File: src/rtl/intack_pkg.sv
package intack_pkg;

  // Vector for node idx, before truncation to the vector width.
  function automatic int unsigned node_vector(input int unsigned base,
                                              input int unsigned step,
                                              input int unsigned idx);
    return base + idx * step;
  endfunction

endpackage

File: src/rtl/intack_node.sv
module intack_node #(
  parameter int VEC_W = 8,
  parameter logic [VEC_W-1:0] NODE_VEC = '0
) (
  input  logic             clk,
  input  logic             rst_n,
  input  logic             dev_req,
  input  logic             pri_in,
  output logic             pri_out,
  output logic             granted,
  output logic             pending,
  output logic [VEC_W-1:0] vec
);

  logic pend_q;
  logic defer_q;
  logic grant_q;
  logic release_w;

  // Priority path: block acknowledge when this node wants service.
  always_comb begin
    granted   = pend_q & pri_in;
    pri_out   = pri_in & ~pend_q;
    vec       = granted ? NODE_VEC : '0;
    release_w = grant_q & ~pri_in;
  end

  assign pending = pend_q;

  always_ff @(posedge clk) begin
    if (!rst_n) begin
      pend_q  <= 1'b0;
      defer_q <= 1'b0;
      grant_q <= 1'b0;
    end else begin
      grant_q <= granted;
      if (pri_in) begin
        // Acknowledge is present here: park new requests.
        defer_q <= defer_q | dev_req;
      end else begin
        pend_q  <= (pend_q & ~release_w) | defer_q | dev_req;
        defer_q <= 1'b0;
      end
    end
  end

endmodule

File: src/rtl/intack_merge.sv
module intack_merge #(
  parameter int N_NODES = 4,
  parameter int VEC_W   = 8
) (
  input  logic [N_NODES-1:0]       pend,
  input  logic [N_NODES-1:0]       grant,
  input  logic [N_NODES*VEC_W-1:0] vecs,
  output logic                     irq,
  output logic                     any_grant,
  output logic [VEC_W-1:0]         vec
);

  logic [VEC_W-1:0] acc [N_NODES+1];

  assign acc[0] = '0;

  generate
    for (genvar i = 0; i < N_NODES; i++) begin : g_or
      assign acc[i+1] = acc[i] | vecs[i*VEC_W +: VEC_W];
    end
  endgenerate

  assign vec       = acc[N_NODES];
  assign irq       = |pend;
  assign any_grant = |grant;

endmodule

File: src/rtl/intack_chain.sv
module intack_chain #(
  parameter int N_NODES  = 4,
  parameter int VEC_W    = 8,
  parameter int VEC_BASE = 32'h40,
  parameter int VEC_STEP = 32'h08
) (
  input  logic               clk,
  input  logic               rst_n,
  input  logic [N_NODES-1:0] dev_req,
  input  logic               ack_in,
  output logic               irq_out,
  output logic [VEC_W-1:0]   vec_out,
  output logic               vec_valid,
  output logic               no_vec
);
  import intack_pkg::*;

  localparam int VBUS_W = N_NODES * VEC_W;

  logic [N_NODES:0]      pri_link;
  logic [N_NODES-1:0]    grant_w;
  logic [N_NODES-1:0]    pend_w;
  logic [VBUS_W-1:0]     vec_bus;

  assign pri_link[0] = ack_in;

  generate
    for (genvar i = 0; i < N_NODES; i++) begin : g_node
      localparam int unsigned RAW = node_vector(VEC_BASE, VEC_STEP, i);
      localparam logic [VEC_W-1:0] NV = RAW[VEC_W-1:0];
      intack_node #(
        .VEC_W   (VEC_W),
        .NODE_VEC(NV)
      ) u_node (
        .clk     (clk),
        .rst_n   (rst_n),
        .dev_req (dev_req[i]),
        .pri_in  (pri_link[i]),
        .pri_out (pri_link[i+1]),
        .granted (grant_w[i]),
        .pending (pend_w[i]),
        .vec     (vec_bus[i*VEC_W +: VEC_W])
      );
    end
  endgenerate

  intack_merge #(
    .N_NODES(N_NODES),
    .VEC_W  (VEC_W)
  ) u_merge (
    .pend     (pend_w),
    .grant    (grant_w),
    .vecs     (vec_bus),
    .irq      (irq_out),
    .any_grant(vec_valid),
    .vec      (vec_out)
  );

  // Acknowledge that fell off the end of the chain.
  assign no_vec = pri_link[N_NODES];

endmodule

File: config.mk
export PLATFORM = sky130hd
export DESIGN_NAME = intack_chain
export DESIGN_NICKNAME = d
export VERILOG_FILES = /design/src/rtl/intack_pkg.sv /design/src/rtl/intack_node.sv /design/src/rtl/intack_merge.sv /design/src/rtl/intack_chain.sv
export SDC_FILE = /design/constraint.sdc
export NUM_CORES = 1
export LEC_CHECK = 0
export ABC_AREA = 0
export BUFFER_PORTS_ARGS = -buffer_cell sky130_fd_sc_hd__buf_2
export CORE_AREA = 5 5 42 44
export CTS_CLUSTER_DIAMETER = 120
export DETAILED_ROUTE_END_ITERATION = 10
export DIE_AREA = 0 0 47 49
export PLACE_DENSITY = 0.7
export RECOVER_POWER = 50
export SKIP_CTS_REPAIR_TIMING = 1
export SLEW_MARGIN = 10
export SYNTH_ARGS = -nofsm -noshare
export SYNTH_HDL_FRONTEND = slang
export SYNTH_SLANG_ARGS = --single-unit
export TNS_END_PERCENT = 30
File: constraint.sdc
create_clock -name clk -period 1.4 [get_ports clk]
set_clock_uncertainty 0.15 [all_clocks]
set_input_delay 0.14 -clock clk [delete_from_list [all_inputs] [get_ports clk]]
set_output_delay 0.14 -clock clk [all_outputs]
set_load 0.1 [all_outputs]
After elaboration in Yosys (flattened, before gate mapping)

Cells that the tools add are included.

Register bits: 12
Memory bits (writable): 0
Bits in read-only memories: 0
Input port bits: 7
Latch bits: 0
Memories: 0
Output and inout port bits: 11

Divide/modulo/power cells: 0
Add/sub/neg operators: 0
Bitwise operators: 43
Multipliers: 0
Magnitude comparators: 0
Reduce and logical (&&, ||, !) cells: 6
Equality and inequality tests: 0
Muxes and demuxes: 4
Shifts and indexed selects: 0

Operators by type and width:

| kind              | number |
|---|---|
| $mux W7           | 4 |
| $and A1 B1 Y1     | 16 |
| $or A8 B7 Y8      | 2 |
| $not A1 Y1        | 12 |
| $or A1 B1 Y1      | 12 |
| $reduce_and A2 Y1 | 4 |
| $reduce_or A4 Y1  | 2 |
| $or A7 B7 Y7      | 1 |

Depth between registers and ports, before layout

Word-level depth: 10
Gate-level depth with buffers: 4

Hierarchy

A second synthesis with hierarchy kept.

Cells, all modules: 98
Area, all modules: 815.8 µm²

By module, submodules not included:

| module       | area each (µm²) | instances | cells each |
|---|---|---|---|
| intack_node  | 185.2           | 4         | 22 |
| intack_merge | 75.1            | 1         | 10 |

Worst setup path before layout

No wires, ideal clock.

Kind: register to output
Start point: reg g_node[1].u_node.pend_q
End point: out no_vec
Arrival time: 2081 ps
Stages on the path, launching flop included: 3
Required time: 1110 ps
Setup slack: -971 ps
Path through: dfxtp_1 nor4b_4 nor2b_1

Cells in the longest elaborated chain, start to end: 4

RTL lines:

| element                     | RTL line           | source |
|---|---|---|
| start, declared             | intack_node.sv:15  | `logic pend_q;` |
| start signal, assigned      | intack_node.sv:41  | `pend_q <= (pend_q & ~release_w) \| defer_q \| dev_req;` |
| $not A1 Y1                  | intack_node.sv:23  | `pri_out = pri_in & ~pend_q;` |
| $and A1 B1 Y1 (3 in series) | intack_node.sv:23  |  |
| end, declared               | intack_chain.sv:14 | `output logic no_vec` |

Every way passes these cells.

Worst setup path in the final report

Start point: reg g_node[0].u_node.pend_q
End point: out no_vec

Cells in the longest elaborated chain, start to end: 5

RTL lines:

| element                     | RTL line |
|---|---|
| start, declared             | intack_node.sv:15 |
| start signal, assigned      | intack_node.sv:41 |
| $not A1 Y1                  | intack_node.sv:23 |
| $and A1 B1 Y1 (4 in series) | intack_node.sv:23 |

Every way passes these cells.

==> flow_metrics.env <==
export IMPL_die_area_um2=2300
export IMPL_min_path_type="primary input to flip-flop"
export IMPL_synth_top_area_share_pct=45.3
export IMPL_grt_usage_pct=9.40
export IMPL_grt_ovfl_total=0
export IMPL_required_ns=1.11
export IMPL_cts_sinks=12
export IMPL_gp_congestion=0.732
export IMPL_syn_avg_cell_area_um2=8.56
export IMPL_cts_root_buf="clkbuf_4"
export IMPL_syn_area_um2=531
export IMPL_area_growth_synth_to_final_pct=55.4
export IMPL_grt_pass1_wl_mm=1.61
export IMPL_crit_buf_inv=1
export IMPL_first_iter_violations=5
export IMPL_violations="setup timing"
export IMPL_dr_pass1_iters=2
export IMPL_critPathLaunchType="flip-flop"
export IMPL_htreeDepth=1
export IMPL_finalSetupViolations=5
export IMPL_switching_power_uw=423
export IMPL_placementRows=14
export IMPL_fmax_mhz=625
export IMPL_critPathTopFamily="simple AND/OR/NAND/NOR gates"
export IMPL_ys_seq_elements=12
export IMPL_p_per_area_nw_per_um2=1340
export IMPL_power_uw=1100
export IMPL_min_period_over_period_pct=114
export IMPL_start_util_pct=37.9
export IMPL_synth_seq_area_share_pct=45.3
export IMPL_hold_ws_ns=0.0368
export IMPL_fin_ws_ns=-0.200
export IMPL_swShare_pct=38.3
export IMPL_cts_buffer_depth=2
export IMPL_io_buffers=12
export IMPL_synth_most_common_cell="dfxtp_1"
export IMPL_pin_count=18
export IMPL_final_hold_violation_count=0
export IMPL_drc=0
export IMPL_ir_worst_vdd_v=0.000681
export IMPL_fp_dieW_um=47
export IMPL_worstPathArrival_ns=1.31
export IMPL_grt_max_degree=13
export IMPL_synthTopCellsByArea="dfxtp_1, nor2_1, buf_4"
export IMPL_layout_nets=92
export IMPL_num_vias=453
export IMPL_clk_pin_slew_ns=0.08
export IMPL_hpwl_um=779
export IMPL_fin_crit_ns=1.60
export IMPL_critPathKind="flip-flop to output pin"
export IMPL_p_int_uw=681
export IMPL_async_flop_share_pct=0
export IMPL_final_layout_size_suffix_gt1_share_pct=40.5
export IMPL_fin_cells=100
export IMPL_cts_buffers=3
export IMPL_path_cells="nor4b_4 > nor2b_4 > buf_12"
export IMPL_die_height_um=49
export IMPL_seq_power_share_pct=34.5
export IMPL_cts_tree="yes"
export IMPL_grt_pass1_vias=416
export IMPL_power_share_combinational_pct=40.8
export IMPL_synth_top_area_cell="dfxtp_1"
export IMPL_power_frac_clock_pct=24.7
export IMPL_slew_violations=0
export IMPL_routedWlPerCell_um=9.92
export IMPL_outcome="complete, but fails checks"
export IMPL_place_inst=93
export IMPL_grt_antenna_before_repair=0
export IMPL_core_area_um2=1400
export IMPL_cpPeakStageDelay_ns=0.35
export IMPL_critPathMaxFanout=3
export IMPL_ant_nets=0
export IMPL_rsz0062_at_grt="true"
export IMPL_slowest_stage="dfxtp_2"
export IMPL_yosysWarnings=0
export IMPL_syn_inst=62
export IMPL_critPathCaptureType="output pin"
export IMPL_drv_cap=0
export IMPL_routed_wl_um=992
export IMPL_ys_top_cells_by_count="dfxtp_1, nor2_1, nand2_1"
export IMPL_antennaDiodeCount=0
export IMPL_vias_per_cell=4.53
export IMPL_synth_flop_cell="dfxtp_1"
export IMPL_dp_slack_ns=0.0541
export IMPL_synth_edf_count=0
export IMPL_yosysUniqueCellTypes=22
export IMPL_power_leakage_uw=0.000384
export IMPL_clk_latency_ns=0.27
-- final cells by class --
type	count	area, µm²
repair buffers	21	225
clock buffers	4	36.3
multi-input cells	45	293
flip-flops and latches	12	243
fillers	131	577
well taps	16	20.0
inverters	2	7.51
-- sequential cells by signal (all words and copies together) (netlist names) --
name and count:
g_node.u_node.pending 4, g_node.u_node.grant_q 4, g_node.u_node.defer_q 4
-- power by group through the flow --
stage	Combinational, µW	Clock (µW)	Sequential (µW)
3_3_place_gp	441	0	385
6_report	450	272	381
2_1_floorplan	310	0	389
5_1_grt	471	296	385
3_5_place_dp	444	0	386
4_1_cts	445	276	378
-- path summary, 6_finish.rpt --
check	to	cells after the start	slack (ns)	from
setup / recovery	no_vec	3	-0.20	g_node[0].u_node.pending$_SDFFE_PN0N_
hold / removal	g_node[1].u_node.pending$_SDFFE_PN0N_	2	0.04	rst_n
setup reg to reg	g_node[3].u_node.pending$_SDFFE_PN0N_	4	0.16	g_node[0].u_node.pending$_SDFFE_PN0N_
hold reg to reg	g_node[1].u_node.defer_q$_SDFF_PN0_	2	0.31	g_node[1].u_node.defer_q$_SDFF_PN0_
-- metal layers --
metal  vias to the layer above  wire length, µm  track usage (%)
met5                         -                0                0
met4                         0                9             5.53
met3                         2               60             2.21
met2                        12              465             13.1
met1                       202              457             12.7
li1                        237                -                -
-- logic make-up after synthesis --
group	count (synthesis)	share of synthesized area [%]
AO/OA/AOI/OAI	10	13.2
buffers and inverters	9	9.91
flip-flops	12	45.3
other	1	0.707
AND/OR/NAND/NOR	30	30.9
-- per-stage QoR --
step | utilization (%) | TNS, ns | cell area, µm²
2_1_floorplan | - | -0.553 | 581
3_3_place_gp | 53.6 | 0 | 751
3_5_place_dp | 53.6 | 0 | 751
4_1_cts | 56.2 | -1.16 | 787
5_1_grt | 58.8 | -1.20 | 825
6_report | 58.8 | -0.787 | 825
-- layout by cell type (no fill, tap or decap) --
master	instances
buf_2	6
nor4_1	1
dfxtp_2	2
and2b_1	1
dlygate4sd3_1	3
clkbuf_4	3
inv_1	2
nand2_4	1
a21oi_1	1
buf_4	6
and2_4	2
nor4b_4	1
nor2_2	2
buf_12	6
nand2b_1	1
clkbuf_8	1
conb_1	5
dfxtp_1	10
nor2b_4	1
o21a_1	1
o22ai_1	1
a21boi_0	3
or2_2	1
nand2_1	5
nor2_4	2
o2bb2ai_1	1
nor2_1	7
and3_1	3
o211a_1	1
nor2b_1	2
o21ai_0	2
Note: power is estimated with default switching activity, not from simulation.
